**config.mk**
```make
export PLATFORM = sky130hd
export DESIGN_NAME = pll_ndiv_ramp
export DESIGN_NICKNAME = d
export VERILOG_FILES = /design/src/rtl/pll_ramp_pkg.sv /design/src/rtl/pll_ramp_wr_fmt.sv /design/src/rtl/pll_ramp_poll_cnt.sv /design/src/rtl/pll_ndiv_ramp.sv
export SDC_FILE = /design/constraint.sdc
export NUM_CORES = 1
export LEC_CHECK = 0
export BUFFER_PORTS_ARGS = -buffer_cell sky130_fd_sc_hd__buf_2
export CAP_MARGIN = 20
export CORE_MARGIN = 3
export CORE_UTILIZATION = 31
export CTS_CLUSTER_SIZE = 12
export DETAILED_ROUTE_END_ITERATION = 12
export PLACE_DENSITY = 0.63
export SYNTH_ARGS = -nofsm -noshare
export SYNTH_HDL_FRONTEND = slang
export SYNTH_SLANG_ARGS = --single-unit
```
**constraint.sdc**
```tcl
create_clock -name clk -period 1.51 [get_ports clk]
set_input_delay 0.302 -clock clk [delete_from_list [all_inputs] [get_ports clk]]
set_output_delay 0.302 -clock clk [all_outputs]
set_load 0.01 [all_outputs]
```
**src/rtl/pll_ramp_pkg.sv**
```systemverilog
package pll_ramp_pkg;

    // Bit positions inside the PLL words the PLL itself decodes
    localparam int STEP_W     = 8;
    localparam int STEP_A_LSB = 24;
    localparam int STEP_B_LSB = 16;
    localparam int SLOW_BIT   = 22;
    localparam int RAMP_BIT   = 31;

    typedef enum logic [1:0] {
        SEL_STEP_A = 2'd0,
        SEL_STEP_B = 2'd1,
        SEL_SLOW   = 2'd2,
        SEL_COEF   = 2'd3
    } reg_sel_e;

    typedef enum logic [2:0] {
        OP_NONE,
        OP_STEP_A,
        OP_STEP_B,
        OP_SLOW_ON,
        OP_WRITE_N,
        OP_RAMP_ON,
        OP_EXIT
    } wr_op_e;

    typedef enum logic [3:0] {
        ST_IDLE,
        ST_STEP_A,
        ST_STEP_B,
        ST_SLOW_ON,
        ST_WAIT_N,
        ST_WRITE_N,
        ST_WAIT_EN,
        ST_RAMP_ON,
        ST_POLL,
        ST_EXIT
    } ramp_st_e;

endpackage

```
**src/rtl/pll_ramp_wr_fmt.sv**
```systemverilog
module pll_ramp_wr_fmt
    import pll_ramp_pkg::*;
#(
    parameter int          N_W        = 8,
    parameter int          N_LSB      = 8,
    parameter int          DATA_W     = 32,
    parameter logic [7:0]  STEP_A_VAL = 8'h2B,
    parameter logic [7:0]  STEP_B_VAL = 8'h0B
) (
    input  wr_op_e              op_i,
    input  logic [N_W-1:0]      n_i,
    output logic                valid_o,
    output reg_sel_e            sel_o,
    output logic [DATA_W-1:0]   mask_o,
    output logic [DATA_W-1:0]   data_o
);

    localparam logic [DATA_W-1:0] STEP_ONES = {{(DATA_W-STEP_W){1'b0}}, {STEP_W{1'b1}}};
    localparam logic [DATA_W-1:0] N_ONES    = {{(DATA_W-N_W){1'b0}}, {N_W{1'b1}}};
    localparam logic [DATA_W-1:0] ONE       = {{(DATA_W-1){1'b0}}, 1'b1};
    localparam logic [DATA_W-1:0] SLOW_M    = ONE << SLOW_BIT;
    localparam logic [DATA_W-1:0] RAMP_M    = ONE << RAMP_BIT;

    always_comb begin
        valid_o = 1'b1;
        sel_o   = SEL_SLOW;
        mask_o  = '0;
        data_o  = '0;
        case (op_i)
            OP_STEP_A: begin
                sel_o  = SEL_STEP_A;
                mask_o = STEP_ONES << STEP_A_LSB;
                data_o = {{(DATA_W-8){1'b0}}, STEP_A_VAL} << STEP_A_LSB;
            end
            OP_STEP_B: begin
                sel_o  = SEL_STEP_B;
                mask_o = STEP_ONES << STEP_B_LSB;
                data_o = {{(DATA_W-8){1'b0}}, STEP_B_VAL} << STEP_B_LSB;
            end
            OP_SLOW_ON: begin
                mask_o = SLOW_M;
                data_o = SLOW_M;
            end
            OP_WRITE_N: begin
                sel_o  = SEL_COEF;
                mask_o = N_ONES << N_LSB;
                data_o = {{(DATA_W-N_W){1'b0}}, n_i} << N_LSB;
            end
            OP_RAMP_ON: begin
                mask_o = RAMP_M;
                data_o = RAMP_M;
            end
            OP_EXIT: begin
                mask_o = SLOW_M | RAMP_M;
                data_o = '0;
            end
            default: valid_o = 1'b0;
        endcase
    end

endmodule

```
**src/rtl/pll_ramp_poll_cnt.sv**
```systemverilog
module pll_ramp_poll_cnt #(
    parameter int POLL_MAX = 500
) (
    input  logic clk,
    input  logic rst_n,
    input  logic clr_i,
    input  logic inc_i,
    output logic last_o
);

    localparam int CW = $clog2(POLL_MAX + 1);

    logic [CW-1:0] cnt_d, cnt_q;

    always_comb begin
        cnt_d = cnt_q;
        if (clr_i)
            cnt_d = '0;
        else if (inc_i)
            cnt_d = cnt_q + 1'b1;
    end

    always_ff @(posedge clk) begin
        if (!rst_n)
            cnt_q <= '0;
        else
            cnt_q <= cnt_d;
    end

    assign last_o = (cnt_q == CW'(POLL_MAX - 1));

    // the poll count never runs past the last allowed poll
    a_r7_cnt_bound: assert property (@(posedge clk) disable iff (!rst_n)
        cnt_q < CW'(POLL_MAX));

    // counting on the last poll would overrun the window
    a_r7_no_inc_at_last: assert property (@(posedge clk) disable iff (!rst_n)
        last_o && !clr_i |-> !inc_i);

endmodule

```
**src/rtl/pll_ndiv_ramp.sv**
```systemverilog
module pll_ndiv_ramp
    import pll_ramp_pkg::*;
#(
    parameter int          N_W        = 8,
    parameter int          N_LSB      = 8,
    parameter int          DATA_W     = 32,
    parameter int          POLL_MAX   = 500,
    parameter logic [7:0]  STEP_A_VAL = 8'h2B,
    parameter logic [7:0]  STEP_B_VAL = 8'h0B
) (
    input  logic              clk,
    input  logic              rst_n,
    input  logic              start_i,
    input  logic [N_W-1:0]    n_req_i,
    input  logic [N_W-1:0]    cur_n_i,
    input  logic              us_tick_i,
    input  logic              ramp_done_i,
    output logic              wr_valid_o,
    output logic [1:0]        wr_sel_o,
    output logic [DATA_W-1:0] wr_mask_o,
    output logic [DATA_W-1:0] wr_data_o,
    output logic              busy_o,
    output logic              done_o,
    output logic              err_o
);

    typedef struct packed {
        ramp_st_e       st;
        logic [N_W-1:0] tgt;
        logic           fail;
        logic           done;
        logic           err;
    } ctl_t;

    ctl_t     c_d, c_q;
    wr_op_e   op;
    logic     cnt_clr, cnt_inc, cnt_last;
    reg_sel_e sel;

    always_comb begin
        c_d      = c_q;
        c_d.done = 1'b0;
        c_d.err  = 1'b0;
        op       = OP_NONE;
        cnt_clr  = 1'b0;
        cnt_inc  = 1'b0;
        case (c_q.st)
            ST_IDLE: begin
                if (start_i) begin
                    if (n_req_i == cur_n_i) begin
                        c_d.done = 1'b1;
                    end else begin
                        c_d.tgt  = n_req_i;
                        c_d.fail = 1'b0;
                        c_d.st   = ST_STEP_A;
                    end
                end
            end
            ST_STEP_A: begin
                op     = OP_STEP_A;
                c_d.st = ST_STEP_B;
            end
            ST_STEP_B: begin
                op     = OP_STEP_B;
                c_d.st = ST_SLOW_ON;
            end
            ST_SLOW_ON: begin
                op     = OP_SLOW_ON;
                c_d.st = ST_WAIT_N;
            end
            ST_WAIT_N: begin
                if (us_tick_i) c_d.st = ST_WRITE_N;
            end
            ST_WRITE_N: begin
                op     = OP_WRITE_N;
                c_d.st = ST_WAIT_EN;
            end
            ST_WAIT_EN: begin
                if (us_tick_i) c_d.st = ST_RAMP_ON;
            end
            ST_RAMP_ON: begin
                op      = OP_RAMP_ON;
                cnt_clr = 1'b1;
                c_d.st  = ST_POLL;
            end
            ST_POLL: begin
                if (us_tick_i) begin
                    if (ramp_done_i) begin
                        c_d.fail = 1'b0;
                        c_d.st   = ST_EXIT;
                    end else if (cnt_last) begin
                        c_d.fail = 1'b1;
                        c_d.st   = ST_EXIT;
                    end else begin
                        cnt_inc = 1'b1;
                    end
                end
            end
            ST_EXIT: begin
                op       = OP_EXIT;
                c_d.done = !c_q.fail;
                c_d.err  = c_q.fail;
                c_d.st   = ST_IDLE;
            end
            default: c_d.st = ST_IDLE;
        endcase
    end

    always_ff @(posedge clk) begin
        if (!rst_n) begin
            c_q.st   <= ST_IDLE;
            c_q.tgt  <= '0;
            c_q.fail <= 1'b0;
            c_q.done <= 1'b0;
            c_q.err  <= 1'b0;
        end else begin
            c_q <= c_d;
        end
    end

    pll_ramp_poll_cnt #(
        .POLL_MAX (POLL_MAX)
    ) u_poll (
        .clk    (clk),
        .rst_n  (rst_n),
        .clr_i  (cnt_clr),
        .inc_i  (cnt_inc),
        .last_o (cnt_last)
    );

    pll_ramp_wr_fmt #(
        .N_W        (N_W),
        .N_LSB      (N_LSB),
        .DATA_W     (DATA_W),
        .STEP_A_VAL (STEP_A_VAL),
        .STEP_B_VAL (STEP_B_VAL)
    ) u_fmt (
        .op_i    (op),
        .n_i     (c_q.tgt),
        .valid_o (wr_valid_o),
        .sel_o   (sel),
        .mask_o  (wr_mask_o),
        .data_o  (wr_data_o)
    );

    assign wr_sel_o = sel;
    assign busy_o   = (c_q.st != ST_IDLE);
    assign done_o   = c_q.done;
    assign err_o    = c_q.err;

    // a request for the current N reports at once without entering the sequence
    a_r1_skip_now: assert property (@(posedge clk) disable iff (!rst_n)
        (c_q.st == ST_IDLE && start_i && n_req_i == cur_n_i) |=> (done_o && !busy_o));

    // no register write outside a running sequence
    a_r1_idle_quiet: assert property (@(posedge clk) disable iff (!rst_n)
        !busy_o |-> !wr_valid_o);

    // the poll state is left only on a tick
    a_r6_tick_gated: assert property (@(posedge clk) disable iff (!rst_n)
        (c_q.st == ST_POLL && !us_tick_i) |=> (c_q.st == ST_POLL));

    // a report after a sequence follows the write that drops both mode bits
    a_r8_exit_first: assert property (@(posedge clk) disable iff (!rst_n)
        ((done_o || err_o) && $past(busy_o)) |->
        $past(wr_valid_o && sel == SEL_SLOW && wr_mask_o[SLOW_BIT] &&
              wr_mask_o[RAMP_BIT] && !wr_data_o[SLOW_BIT] && !wr_data_o[RAMP_BIT]));

    // reports are single-cycle and mutually exclusive
    a_r9_done_pulse: assert property (@(posedge clk) disable iff (!rst_n)
        done_o |=> !done_o);
    a_r9_err_pulse: assert property (@(posedge clk) disable iff (!rst_n)
        err_o |=> !err_o);
    a_r9_exclusive: assert property (@(posedge clk) disable iff (!rst_n)
        !(done_o && err_o));

    // the target stays fixed for the whole sequence
    a_r10_tgt_hold: assert property (@(posedge clk) disable iff (!rst_n)
        (busy_o && $past(busy_o)) |-> (c_q.tgt == $past(c_q.tgt)));

endmodule

```
==> results.yml <==
job:
  cap_viol_max_count: 0
cts:
  clock_sinks: 24
  cts_root_buf: "clkbuf_8"
  path_clk_slew_ps: 80
  h-tree-depth: 1
  postCtsHoldBufs: 0
  clockBufferDepth: 2
  cts_tree: "yes"
  cts_inserted_buffers: 3
  clk_latency_ps: 260
timing:
  setup_ws_ps: -164
  layout_min_cycle_time_ps: 1670
  max_freq_mhz: 597
  setup_viol: 47
  period_share_pct: 111
  hold_viol: 0
  rsz0062_at_grt: "true"
  fin_skew_ps: 7.39
  slew_viol_final: 0
synth:
  synth-simple-area-share_pct: 28.2
  syn-cell-area_mm2: 0.00176
  syn_area_per_cell_um2: 7.95
  synth-xor-area-share_pct: 5.48
  synth_compound_area_share_pct: 10.1
  synth_mux_area_share_pct: 4.56
  synth_cell_type_count: 42
  ys_seq_area_share_pct: 27.3
  synthAdderAreaFrac_pct: 0.712
  synth_top_family_by_area: "simple AND/OR/NAND/NOR gates"
  synth_seq_cells: 24
  yosys_warnings: 0
  syn_inst: 221
floorplan:
  die_area_mm2: 0.00661
  io_pins: 91
  row_count: 26
  core-area_mm2: 0.00530
  die_x_um: 81.3
  fp.dieH_um: 81.3
  start_util_pct: 33.2
finish:
  nets: 325
  final_layout_size_suffix_gt1_share_pct: 53.2
  layout_common_cells: "57 x buf_2, 26 x buf_4, 23 x conb_1, 21 x nand2_1, 21 x buf_6"
  n_antenna_cell: 0
  final_common_cell: "buf_2"
  stdcell_count: 371
  area_growth_pct: 47.5
  utilization_pct: 48.9
place:
  port-buffer-count: 67
  dp_slack_ps: -124
  hpwlAfterDp_mm: 3.10
  gp_congestion: 0.784
  dp_cells: 349
grt:
  grt_pass1_vias: 1536
  grt_use_total_pct: 12.9
  grt_max_degree: 14
  antenna_found_initial: 0
  grt_pass1_wl_mm: 6.74
  overflow: 0
power:
  p_sw_share_pct: 38.8
  p_int_mw: 1.77
  p_sw_mw: 1.12
  irDropWorstVdd_mv: 0.569
  sequentialPowerShare_pct: 26.5
  leakage_nw: 1.20
  pwr-share-clk_pct: 12.8
  combPwrFrac_pct: 60.7
  p_per_area_mw_per_mm2: 1110
run_status:
  violations: "negative setup slack"
  status: "finished, violations left"
detailed_routing:
  first_pass_iters: 4
  via_per_inst: 4.48
  detail-route-antenna-nets: 0
  wl_per_cell_um: 11.6
  wl_mm: 4.31
  drt_iter0_drc: 53
  drc: 0
  vias: 1661
setup_path:
  cp_data_required_time_ps: 1210
  crit_arrival_ps: 1370
  end_kind: "output pin"
  cp-start-kind: "register"
  path_class: "register to output pin"
  path_max_fanout: 5
hold_path:
  hp-class: "input pin to register"
[flip-flops by register name, summed over array words and instances, names as in the netlist]
name          flops
err_o             1
done_o            1
u_poll.cnt_q      9
c_q              13
[layout make-up]
cell class / count / area (um2)
Timing Repair Buffer: 110 / 842
Inverter: 4 / 17.5
Fill cell: 523 / 2710
Sequential cell: 24 / 492
Multi-Input combinational cell: 160 / 1110
Clock buffer: 3 / 41.3
Tap cell: 70 / 87.6
[through the flow]
step	hold WS, ps	cell area [um2]	total power, mW	setup TNS [ps]
2_1_floorplan	418	1890	1.83	-503
3_5_place_dp	447	2120	2.11	-1070
3_3_place_gp	440	2120	2.10	-744
4_1_cts	303	2500	2.68	-6400
5_1_grt	328	2590	3.09	-8490
6_report	310	2590	2.89	-3960
[routing by layer]
metal / GRT usage [%] / routed length, um / up-vias
met2: 22.6 / 2110 / 58
li1: - / - / 842
met5: 0 / 0 / -
met3: 2.77 / 311 / 2
met4: 2.53 / 14 / 0
met1: 16.3 / 1870 / 759
[cells by family (layout without fill, tap and decap cells)]
kind of cell | Yosys count | in the layout
flip-flops | 24 | 24
multiplexers | 8 | 8
other | 1 | 23
XOR/XNOR | 11 | 11
adder cells (fa/ha/maj) | 1 | 1
AO/OA/AOI/OAI | 30 | 30
buffers and inverters | 59 | 117
AND/OR/NAND/NOR | 87 | 87
[worst max-delay path, stage by stage, from the launching register on]
cell and delay (ps):
dfxtp_2 330, buf_12 130, buf_4 130, nor3_2 190, buf_4 170, nand2b_4 50
buf_6 110
[cell usage after synthesis]
library cell / count / area, um2
buf_4: 48 / 360
nand2_1: 25 / 93.8
dfxtp_1: 24 / 480
a21oi_1: 13 / 65.1
and2_1: 10 / 62.6
nor2_1: 9 / 33.8
o21ai_0: 9 / 45.0
mux2i_1: 8 / 80.1
xor2_1: 8 / 70.1
or3_1: 6 / 37.5
nand4_1: 5 / 31.3
nor3_1: 5 / 25.0
inv_1: 4 / 15.0
nand2b_1: 4 / 25.0
clkbuf_1: 3 / 11.3
nand3_1: 3 / 15.0
xnor2_1: 3 / 26.3
and3_1: 2 / 12.5
buf_2: 2 / 10.0
nand3b_1: 2 / 15.0
nor2b_1: 2 / 12.5
nor3_2: 2 / 20.0
nor4_1: 2 / 12.5
o21a_1: 2 / 15.0
or2_2: 2 / 12.5
or4_1: 2 / 15.0
a21oi_2: 1 / 8.76
a2bb2oi_1: 1 / 8.76
a41oi_1: 1 / 8.76
and4bb_4: 1 / 16.3
buf_1: 1 / 3.75
buf_6: 1 / 11.3
conb_1: 1 / 3.75
ha_1: 1 / 12.5
nand2_4: 1 / 11.3
nand4b_1: 1 / 8.76
nor2_4: 1 / 11.3
nor4_2: 1 / 12.5
o211a_1: 1 / 10.0
o21ai_2: 1 / 8.76
o31ai_1: 1 / 7.51
or4_4: 1 / 11.3
[power groups by stage]
stage                     clock network, mW  logic (mW)  registers [mW]
after floorplan                           0        1.07           0.761
after global placement                    0        1.34           0.763
after detailed placement                  0        1.34           0.763
after CTS                             0.382        1.54           0.763
after global routing                  0.406        1.91           0.775
final                                 0.370        1.75           0.767
[final timing paths]
kind / startpoint / endpoint / slack, ps / cells after the start
min reg2reg: c_q[2] / err_o / 460 / 2
min: n_req_i[4] / c_q[7] / 310 / 3
max reg2reg: c_q[14] / u_poll.cnt_q[4] / -70 / 8
max: c_q[12] / busy_o / -160 / 6
[repair_timing]
action                                  4_1_cts  5_1_grt
gates resized for setup                      47       24
setup buffers                                10        9
pin swaps                                    22       12
gates cloned                                  3        0
endpoints found under the setup margin       48       62
Note: power is estimated with default switching activity, not from simulation.
